`config.mk`:
```
export PLATFORM = sky130hd
export DESIGN_NAME = uart_rx_core
export DESIGN_NICKNAME = d
export VERILOG_FILES = /design/src/rtl/uart_rx_pkg.sv /design/src/rtl/uart_rx_sync.sv /design/src/rtl/uart_rx_deser.sv /design/src/rtl/uart_rx_status.sv /design/src/rtl/uart_rx_core.sv
export SDC_FILE = /design/constraint.sdc
export NUM_CORES = 1
export LEC_CHECK = 0
export BUFFER_PORTS_ARGS = -buffer_cell sky130_fd_sc_hd__buf_4
export CELL_PAD_IN_SITES_DETAIL_PLACEMENT = 1
export CELL_PAD_IN_SITES_GLOBAL_PLACEMENT = 1
export CORE_UTILIZATION = 50
export CTS_CLUSTER_SIZE = 8
export DETAILED_ROUTE_END_ITERATION = 10
export GPL_TIMING_DRIVEN = 0
export PLACE_DENSITY = 0.92
export SLEW_MARGIN = 20
export SYNTH_ARGS = -nofsm -noshare
export SYNTH_HDL_FRONTEND = slang
export SYNTH_SLANG_ARGS = --single-unit
```
`constraint.sdc`:
```
create_clock -name clk_i -period 4.5 [get_ports clk_i]
set_input_delay 0.45 -clock clk_i [delete_from_list [all_inputs] [get_ports clk_i]]
set_output_delay 0.45 -clock clk_i [all_outputs]
set_load 0.05 [all_outputs]
```
`src/rtl/uart_rx_pkg.sv`:
```
package uart_rx_pkg;
  localparam int WL_W = 2;

  typedef enum logic [2:0] {
    ST_IDLE,
    ST_START,
    ST_DATA,
    ST_PAR,
    ST_STOP,
    ST_HOLD
  } rx_state_e;
endpackage

```
`src/rtl/uart_rx_sync.sv`:
```
module uart_rx_sync #(
  parameter int STAGES = 2
) (
  input  logic clk_i,
  input  logic rst_ni,
  input  logic d_i,
  output logic q_o
);
  logic [STAGES-1:0] sync_q;

  generate
    if (STAGES == 1) begin : g_one
      always_ff @(posedge clk_i or negedge rst_ni)
        if (!rst_ni) sync_q <= 1'b1;
        else         sync_q <= d_i;
    end else begin : g_many
      always_ff @(posedge clk_i or negedge rst_ni)
        if (!rst_ni) sync_q <= '1;
        else         sync_q <= {sync_q[STAGES-2:0], d_i};
    end
  endgenerate

  assign q_o = sync_q[STAGES-1];
endmodule

```
`src/rtl/uart_rx_deser.sv`:
```
module uart_rx_deser
  import uart_rx_pkg::*;
#(
  parameter int DATA_W  = 8,
  parameter int OS_RATE = 16
) (
  input  logic              clk_i,
  input  logic              rst_ni,
  input  logic              tick_i,
  input  logic              rx_i,
  input  logic [WL_W-1:0]   word_len_i,
  input  logic              parity_en_i,
  input  logic              parity_even_i,
  output logic              done_o,
  output logic [DATA_W-1:0] data_o,
  output logic              perr_o,
  output logic              ferr_o,
  output logic              brk_o
);
  localparam int CNT_W = $clog2(OS_RATE);
  localparam int IDX_W = $clog2(DATA_W);
  localparam logic [CNT_W-1:0] MID_CNT = CNT_W'(OS_RATE/2 - 1);
  localparam logic [CNT_W-1:0] END_CNT = CNT_W'(OS_RATE - 1);

  rx_state_e         state_q;
  logic [CNT_W-1:0]  cnt_q;
  logic [IDX_W-1:0]  idx_q;
  logic [DATA_W-1:0] shf_q;
  logic              par_q, seen_q, perr_q;
  logic [IDX_W-1:0]  last_idx;
  logic              bit_end;

  assign last_idx = IDX_W'(DATA_W - 4) + IDX_W'(word_len_i);
  assign bit_end  = tick_i && (cnt_q == END_CNT);

  always_ff @(posedge clk_i or negedge rst_ni) begin
    if (!rst_ni) begin
      state_q <= ST_IDLE;
      cnt_q   <= '0;
      idx_q   <= '0;
      shf_q   <= '0;
      par_q   <= 1'b0;
      seen_q  <= 1'b0;
      perr_q  <= 1'b0;
      done_o  <= 1'b0;
      data_o  <= '0;
      perr_o  <= 1'b0;
      ferr_o  <= 1'b0;
      brk_o   <= 1'b0;
    end else begin
      done_o <= 1'b0;
      if (tick_i && state_q != ST_IDLE && state_q != ST_HOLD)
        cnt_q <= bit_end ? '0 : cnt_q + 1'b1;
      unique case (state_q)
        ST_IDLE: if (tick_i && !rx_i) begin
          state_q <= ST_START;
          cnt_q   <= '0;
        end
        ST_START: if (tick_i) begin
          if (rx_i) state_q <= ST_IDLE;  // glitch
          else if (cnt_q == MID_CNT) begin
            state_q <= ST_DATA;
            cnt_q   <= '0;
            idx_q   <= '0;
            shf_q   <= '0;
            par_q   <= 1'b0;
            seen_q  <= 1'b0;
            perr_q  <= 1'b0;
          end
        end
        ST_DATA: if (bit_end) begin
          shf_q[idx_q] <= rx_i;
          par_q        <= par_q ^ rx_i;
          seen_q       <= seen_q | rx_i;
          if (idx_q == last_idx) state_q <= parity_en_i ? ST_PAR : ST_STOP;
          else                   idx_q   <= idx_q + 1'b1;
        end
        ST_PAR: if (bit_end) begin
          perr_q  <= rx_i ^ par_q ^ ~parity_even_i;
          seen_q  <= seen_q | rx_i;
          state_q <= ST_STOP;
        end
        ST_STOP: if (bit_end) begin
          done_o  <= 1'b1;
          data_o  <= shf_q;
          perr_o  <= perr_q;
          ferr_o  <= !rx_i;
          brk_o   <= !rx_i && !seen_q;
          state_q <= rx_i ? ST_IDLE : ST_HOLD;
        end
        ST_HOLD: if (rx_i) state_q <= ST_IDLE;
        default: state_q <= ST_IDLE;
      endcase
    end
  end
endmodule

```
`src/rtl/uart_rx_status.sv`:
```
module uart_rx_status #(
  parameter int DATA_W = 8
) (
  input  logic              clk_i,
  input  logic              rst_ni,
  input  logic              done_i,
  input  logic [DATA_W-1:0] data_i,
  input  logic              perr_i,
  input  logic              ferr_i,
  input  logic              brk_i,
  input  logic              rd_buf_i,
  input  logic              rd_status_i,
  output logic [DATA_W-1:0] buf_o,
  output logic              dr_o,
  output logic              oe_o,
  output logic              pe_o,
  output logic              fe_o,
  output logic              bi_o
);
  always_ff @(posedge clk_i or negedge rst_ni) begin
    if (!rst_ni) begin
      buf_o <= '0;
      dr_o  <= 1'b0;
      oe_o  <= 1'b0;
      pe_o  <= 1'b0;
      fe_o  <= 1'b0;
      bi_o  <= 1'b0;
    end else begin
      if (done_i) buf_o <= data_i;
      dr_o <= done_i | (dr_o & ~rd_buf_i);
      // set wins over a coincident status read
      oe_o <= (done_i & dr_o & ~rd_buf_i) | (oe_o & ~rd_status_i);
      pe_o <= (done_i & perr_i)           | (pe_o & ~rd_status_i);
      fe_o <= (done_i & ferr_i)           | (fe_o & ~rd_status_i);
      bi_o <= (done_i & brk_i)            | (bi_o & ~rd_status_i);
    end
  end
endmodule

```
`src/rtl/uart_rx_core.sv`:
```
module uart_rx_core #(
  parameter int DATA_W      = 8,
  parameter int OS_RATE     = 16,
  parameter int SYNC_STAGES = 2
) (
  input  logic              clk_i,
  input  logic              rst_ni,
  input  logic              os_tick_i,
  input  logic              rx_i,
  input  logic [1:0]        word_len_i,
  input  logic              parity_en_i,
  input  logic              parity_even_i,
  input  logic              rd_buf_i,
  input  logic              rd_status_i,
  output logic [DATA_W-1:0] rx_data_o,
  output logic              data_ready_o,
  output logic              overrun_o,
  output logic              parity_err_o,
  output logic              frame_err_o,
  output logic              break_o,
  output logic              irq_rda_o,
  output logic              irq_rls_o
);
  logic              rx_s;
  logic              frame_done;
  logic [DATA_W-1:0] frame_data;
  logic              frame_perr, frame_ferr, frame_brk;

  uart_rx_sync #(.STAGES(SYNC_STAGES)) u_sync (
    .clk_i (clk_i),
    .rst_ni(rst_ni),
    .d_i   (rx_i),
    .q_o   (rx_s)
  );

  uart_rx_deser #(.DATA_W(DATA_W), .OS_RATE(OS_RATE)) u_deser (
    .clk_i        (clk_i),
    .rst_ni       (rst_ni),
    .tick_i       (os_tick_i),
    .rx_i         (rx_s),
    .word_len_i   (word_len_i),
    .parity_en_i  (parity_en_i),
    .parity_even_i(parity_even_i),
    .done_o       (frame_done),
    .data_o       (frame_data),
    .perr_o       (frame_perr),
    .ferr_o       (frame_ferr),
    .brk_o        (frame_brk)
  );

  uart_rx_status #(.DATA_W(DATA_W)) u_status (
    .clk_i      (clk_i),
    .rst_ni     (rst_ni),
    .done_i     (frame_done),
    .data_i     (frame_data),
    .perr_i     (frame_perr),
    .ferr_i     (frame_ferr),
    .brk_i      (frame_brk),
    .rd_buf_i   (rd_buf_i),
    .rd_status_i(rd_status_i),
    .buf_o      (rx_data_o),
    .dr_o       (data_ready_o),
    .oe_o       (overrun_o),
    .pe_o       (parity_err_o),
    .fe_o       (frame_err_o),
    .bi_o       (break_o)
  );

  assign irq_rda_o = data_ready_o;
  assign irq_rls_o = overrun_o | parity_err_o | frame_err_o | break_o;
endmodule

```
==> impl_summary.log <==
INFO  metric outcome = completed
INFO  metric insertion_delay = 0.30 ns
INFO  metric cpLargestDelayFamily = simple AND/OR/NAND/NOR gates
INFO  metric synthArstFlopShare = 100%
INFO  metric setup_repair_after_global_routing_missed_its_margin = false
INFO  metric seqCellArea = 0.00120 mm2
INFO  metric layout.filler_cells = 457
INFO  metric synthesis.instances = 203
INFO  metric timing.critical_path.to_type = flip-flop
INFO  metric io_buffer_count = 23
INFO  metric timing.setup.critical_path_class = reg2reg
INFO  metric period_needed = 2.13 ns
INFO  metric highest_delay_cell_along_the_critical_path = sky130_fd_sc_hd__dfrtp_1
INFO  metric critical-path-max-stage-delay = 0.42 ns
INFO  metric std_cell_rows = 24
INFO  metric synth_top_cells_by_count = sky130_fd_sc_hd__dfrtp_1, sky130_fd_sc_hd__nand2_1, sky130_fd_sc_hd__mux2_2
INFO  metric grt_pass1_wl = 9100 um
INFO  metric finalWorstSetupSlack = 2.37 ns
INFO  metric cts-buffers-inserted = 5
INFO  metric max_cap_violations = 0
INFO  metric timing.critical_path.fanout_max = 10
INFO  metric drive_above_1_share = 26.5%
INFO  metric critical_path.n_buffers_inverters = 1
INFO  metric antenna_found_initial = 0
INFO  metric start_util = 52.9%
INFO  metric hold-worst-slack = 0.157 ns
INFO  metric drt_pass1_iterations = 4
INFO  metric global_route_usage_sum = 23.5%
INFO  metric gpl.final_weighted_congestion = 0.831
INFO  metric drt_wl_total = 5320 um
INFO  metric power.ir.vdd_worst = 0.191 mV
INFO  metric regToRegEndpoint = u_deser.shf_q[5]$_DFFE_PN0P_
INFO  metric dieHeight = 70.3 um
INFO  metric critPathArrivalTime = 2.35 ns
INFO  metric final_hold_viol_count = 0
INFO  metric route.vias.total = 1779
INFO  metric ctsResizeCount = 0
INFO  metric worstRegToRegCells = 6
INFO  metric synth_top_flop_cell = sky130_fd_sc_hd__dfrtp_1
INFO  metric timing.final.setup_violations = 0
INFO  metric cts_sinks = 48
INFO  metric worst_clock_skew = 0.00719 ns
INFO  metric yosys_warnings = 0
INFO  metric largest_net_degree_at_the_start_of_global_routing = 49
INFO  metric post-route-drc-count = 0
INFO  metric maximum_number_of_buffers_from_clock_root_to_sink = 2
INFO  metric detail_route.vias_per_cell = 6.22
INFO  metric number_of_register_bits_inferred_by_synthesis = 48
INFO  metric worst_r2r_startpoint = u_deser.cnt_q[0]$_DFF_PN0_
INFO  metric drt_iter0_markers = 71
INFO  metric diodes = 0
INFO  metric cts_tree = done
INFO  metric core_region_area = 0.00441 mm2
INFO  metric clock_input_transition_at_the_sequential_cells_of_the_worst_setup_and_hold_paths = 0.09 ns
INFO  metric fin_tns_setup = 0 ns
INFO  metric power_density = 333 mW/mm2
INFO  metric netlist.area_leader.share = 49.3%
INFO  metric synth_area_leader_cell = sky130_fd_sc_hd__dfrtp_1
INFO  metric fin_crit_sh = 47.2%
INFO  metric post-synth-top-count-cell = sky130_fd_sc_hd__dfrtp_1
INFO  metric crit_path_cell_trace = ha_1 -> nand4_4 -> a2bb2oi_1 -> buf_4 -> nor4_1 -> mux2i_1
INFO  metric rrSetupSlack = 2.37 ns
INFO  metric die_w = 70.3 um
INFO  metric fin_nets = 245
INFO  metric htree_levels = 2
INFO  metric final_core_util = 60.4%
INFO  metric pre_cts_ws = 2.45 ns
INFO  metric clock-root-buffer = sky130_fd_sc_hd__clkbuf_8
INFO  metric timing.max_slew.rel_slack = 54.3%
INFO  metric worst_setup_path_start_kind = flip-flop
INFO  metric post_cts_buffers = 0
INFO  metric fmax = 470 MHz
INFO  metric synthesized_nets = 215
INFO  metric area_of_the_die = 0.00494 mm2
INFO  metric tightestPinTransition = 0.678 ns
INFO  metric area_delta_synth_final = 14.2%
INFO  metric required_time_worst_endpoint = 4.72 ns
INFO  metric final_antenna_net_count = 0
INFO  metric detailedPlacementHpwl = 3760 um
INFO  metric seq_area_frac_synth = 51.6%
INFO  metric syn-mean-instance-area = 11.5 um2
INFO  metric synth.distinct_cells = 57
INFO  metric num_io_pins = 25
INFO  metric multi_input_combinational_cell_area = 0.00103 mm2
INFO  metric synth_area_leaders = sky130_fd_sc_hd__dfrtp_1, sky130_fd_sc_hd__mux2_2, sky130_fd_sc_hd__nand2_1
INFO  metric route.detailed.wl_per_inst = 18.6 um
INFO  metric ctsHoldBuffers = 0
INFO  metric first_global_vias = 1838
INFO  metric hold_path.class = in2async
INFO  metric syn_area = 0.00233 mm2
INFO  metric gr-total-overflow = 0
INFO  metric power_leakage = 1.26 nW
INFO  metric report.final.slew_viol_count = 0
INFO  metric synth-edff-count = 0
-- layout by cell type, fill, tap and decap left out, types with 2 or more instances in the layout --
cell type | synthesis | layout
sky130_fd_sc_hd__mux2i_1 | 6 | 6
sky130_fd_sc_hd__nor2_1 | 5 | 5
sky130_fd_sc_hd__o311ai_0 | 2 | 2
sky130_fd_sc_hd__o21ai_0 | 7 | 7
sky130_fd_sc_hd__dfrtp_1 | 46 | 46
sky130_fd_sc_hd__nand3_1 | 2 | 2
sky130_fd_sc_hd__or3_1 | 3 | 3
sky130_fd_sc_hd__a211o_1 | 2 | 2
sky130_fd_sc_hd__nor3b_1 | 2 | 2
sky130_fd_sc_hd__xnor2_1 | 3 | 3
sky130_fd_sc_hd__dfstp_2 | 2 | 2
sky130_fd_sc_hd__buf_1 | 2 | 2
sky130_fd_sc_hd__clkbuf_1 | 5 | 6
sky130_fd_sc_hd__nand2b_1 | 4 | 4
sky130_fd_sc_hd__o31ai_1 | 4 | 4
sky130_fd_sc_hd__nor4b_1 | 2 | 2
sky130_fd_sc_hd__clkbuf_8 | 0 | 6
sky130_fd_sc_hd__o41ai_1 | 3 | 3
sky130_fd_sc_hd__mux2_4 | 5 | 5
sky130_fd_sc_hd__a21oi_1 | 7 | 7
sky130_fd_sc_hd__xor2_1 | 2 | 2
sky130_fd_sc_hd__nor4_1 | 4 | 4
sky130_fd_sc_hd__and2_1 | 2 | 2
sky130_fd_sc_hd__mux2_2 | 12 | 12
sky130_fd_sc_hd__a22o_1 | 3 | 3
sky130_fd_sc_hd__a21o_1 | 2 | 2
sky130_fd_sc_hd__a31oi_1 | 2 | 2
sky130_fd_sc_hd__nor2b_1 | 3 | 3
sky130_fd_sc_hd__or4_1 | 2 | 2
sky130_fd_sc_hd__nand2_1 | 21 | 21
sky130_fd_sc_hd__inv_1 | 5 | 5
sky130_fd_sc_hd__nor3_1 | 4 | 4
sky130_fd_sc_hd__buf_4 | 3 | 26
sky130_fd_sc_hd__ha_1 | 2 | 2
-- kinds of logic (layout without fill, tap and decap cells) --
group / after synthesis / count (layout) / share of synthesized area (%)
simple gates: 64 / 64 / 16.1
flops: 48 / 48 / 51.6
compound gates: 43 / 43 / 13.4
mux: 23 / 23 / 11.6
buf+inv: 18 / 49 / 4.45
xor+xnor: 5 / 5 / 1.88
fa+ha+maj: 2 / 2 / 1.07
-- per-layer routing --
metal,routed length (um),share of wire (%),up-vias,track usage [%]
met1,2360,44,916,30.8
met4,91,1.7,0,8.89
met5,0,0,-,0
met2,2710,51,47,38.6
li1,-,-,805,-
met3,160,3.0,11,4.18
-- flip-flops by register name (all words and copies together), names as in the netlist, 2 cells and up --
signal / cells
u_deser.data_o: 8
u_deser.shf_q: 8
u_status.buf_o: 8
u_deser.cnt_q: 4
u_deser.idx_q: 3
u_deser.state_q: 3
u_sync.sync_q: 2
-- power breakdown --
group,total (mW),switching [mW],internal [mW]
registers,0.485,0.0292,0.456
clock network,0.265,0.140,0.125
logic,0.138,0.0854,0.0530
total,0.888,0.254,0.634
-- through the flow --
stage / power [mW] / cell area (um2) / std cells
after detailed placement: 0.629 / 2570 / 278
after global routing: 0.933 / 2670 / 286
after global placement: 0.618 / 2570 / 278
after floorplan: 0.581 / 2330 / 203
final: 0.888 / 2670 / 286
after CTS: 0.892 / 2670 / 286
-- worst max-delay path by stage --
stage / from / endpoint / slack, ns / cells past startpoint
global route: u_deser.cnt_q[0]$_DFF_PN0_ / u_deser.shf_q[5]$_DFFE_PN0P_ / 2.19 / 6
floorplan: u_deser.cnt_q[0]$_DFF_PN0_ / u_deser.data_o[3]$_DFFE_PN0P_ / 2.65 / 6
CTS: u_deser.cnt_q[0]$_DFF_PN0_ / u_deser.shf_q[5]$_DFFE_PN0P_ / 2.41 / 6
detailed placement: u_deser.cnt_q[0]$_DFF_PN0_ / u_deser.shf_q[5]$_DFFE_PN0P_ / 2.45 / 6
finish: u_deser.cnt_q[0]$_DFF_PN0_ / u_deser.shf_q[5]$_DFFE_PN0P_ / 2.37 / 6
global placement: u_deser.cnt_q[0]$_DFF_PN0_ / u_deser.perr_o$_DFFE_PN0P_ / 2.52 / 6
-- final cells by class --
cell class | instances | share of cell area (%)
Sequential cell | 48 | 45.2
Inverter | 5 | 0.704
Timing Repair Buffer | 23 | 6.48
Buffer | 13 | 3.19
Clock buffer | 7 | 3.24
Multi-Input combinational cell | 137 | 38.5
Clock inverter | 1 | 0.282
Tap cell | 52 | 2.44
Power figures use the tool's default switching activity.
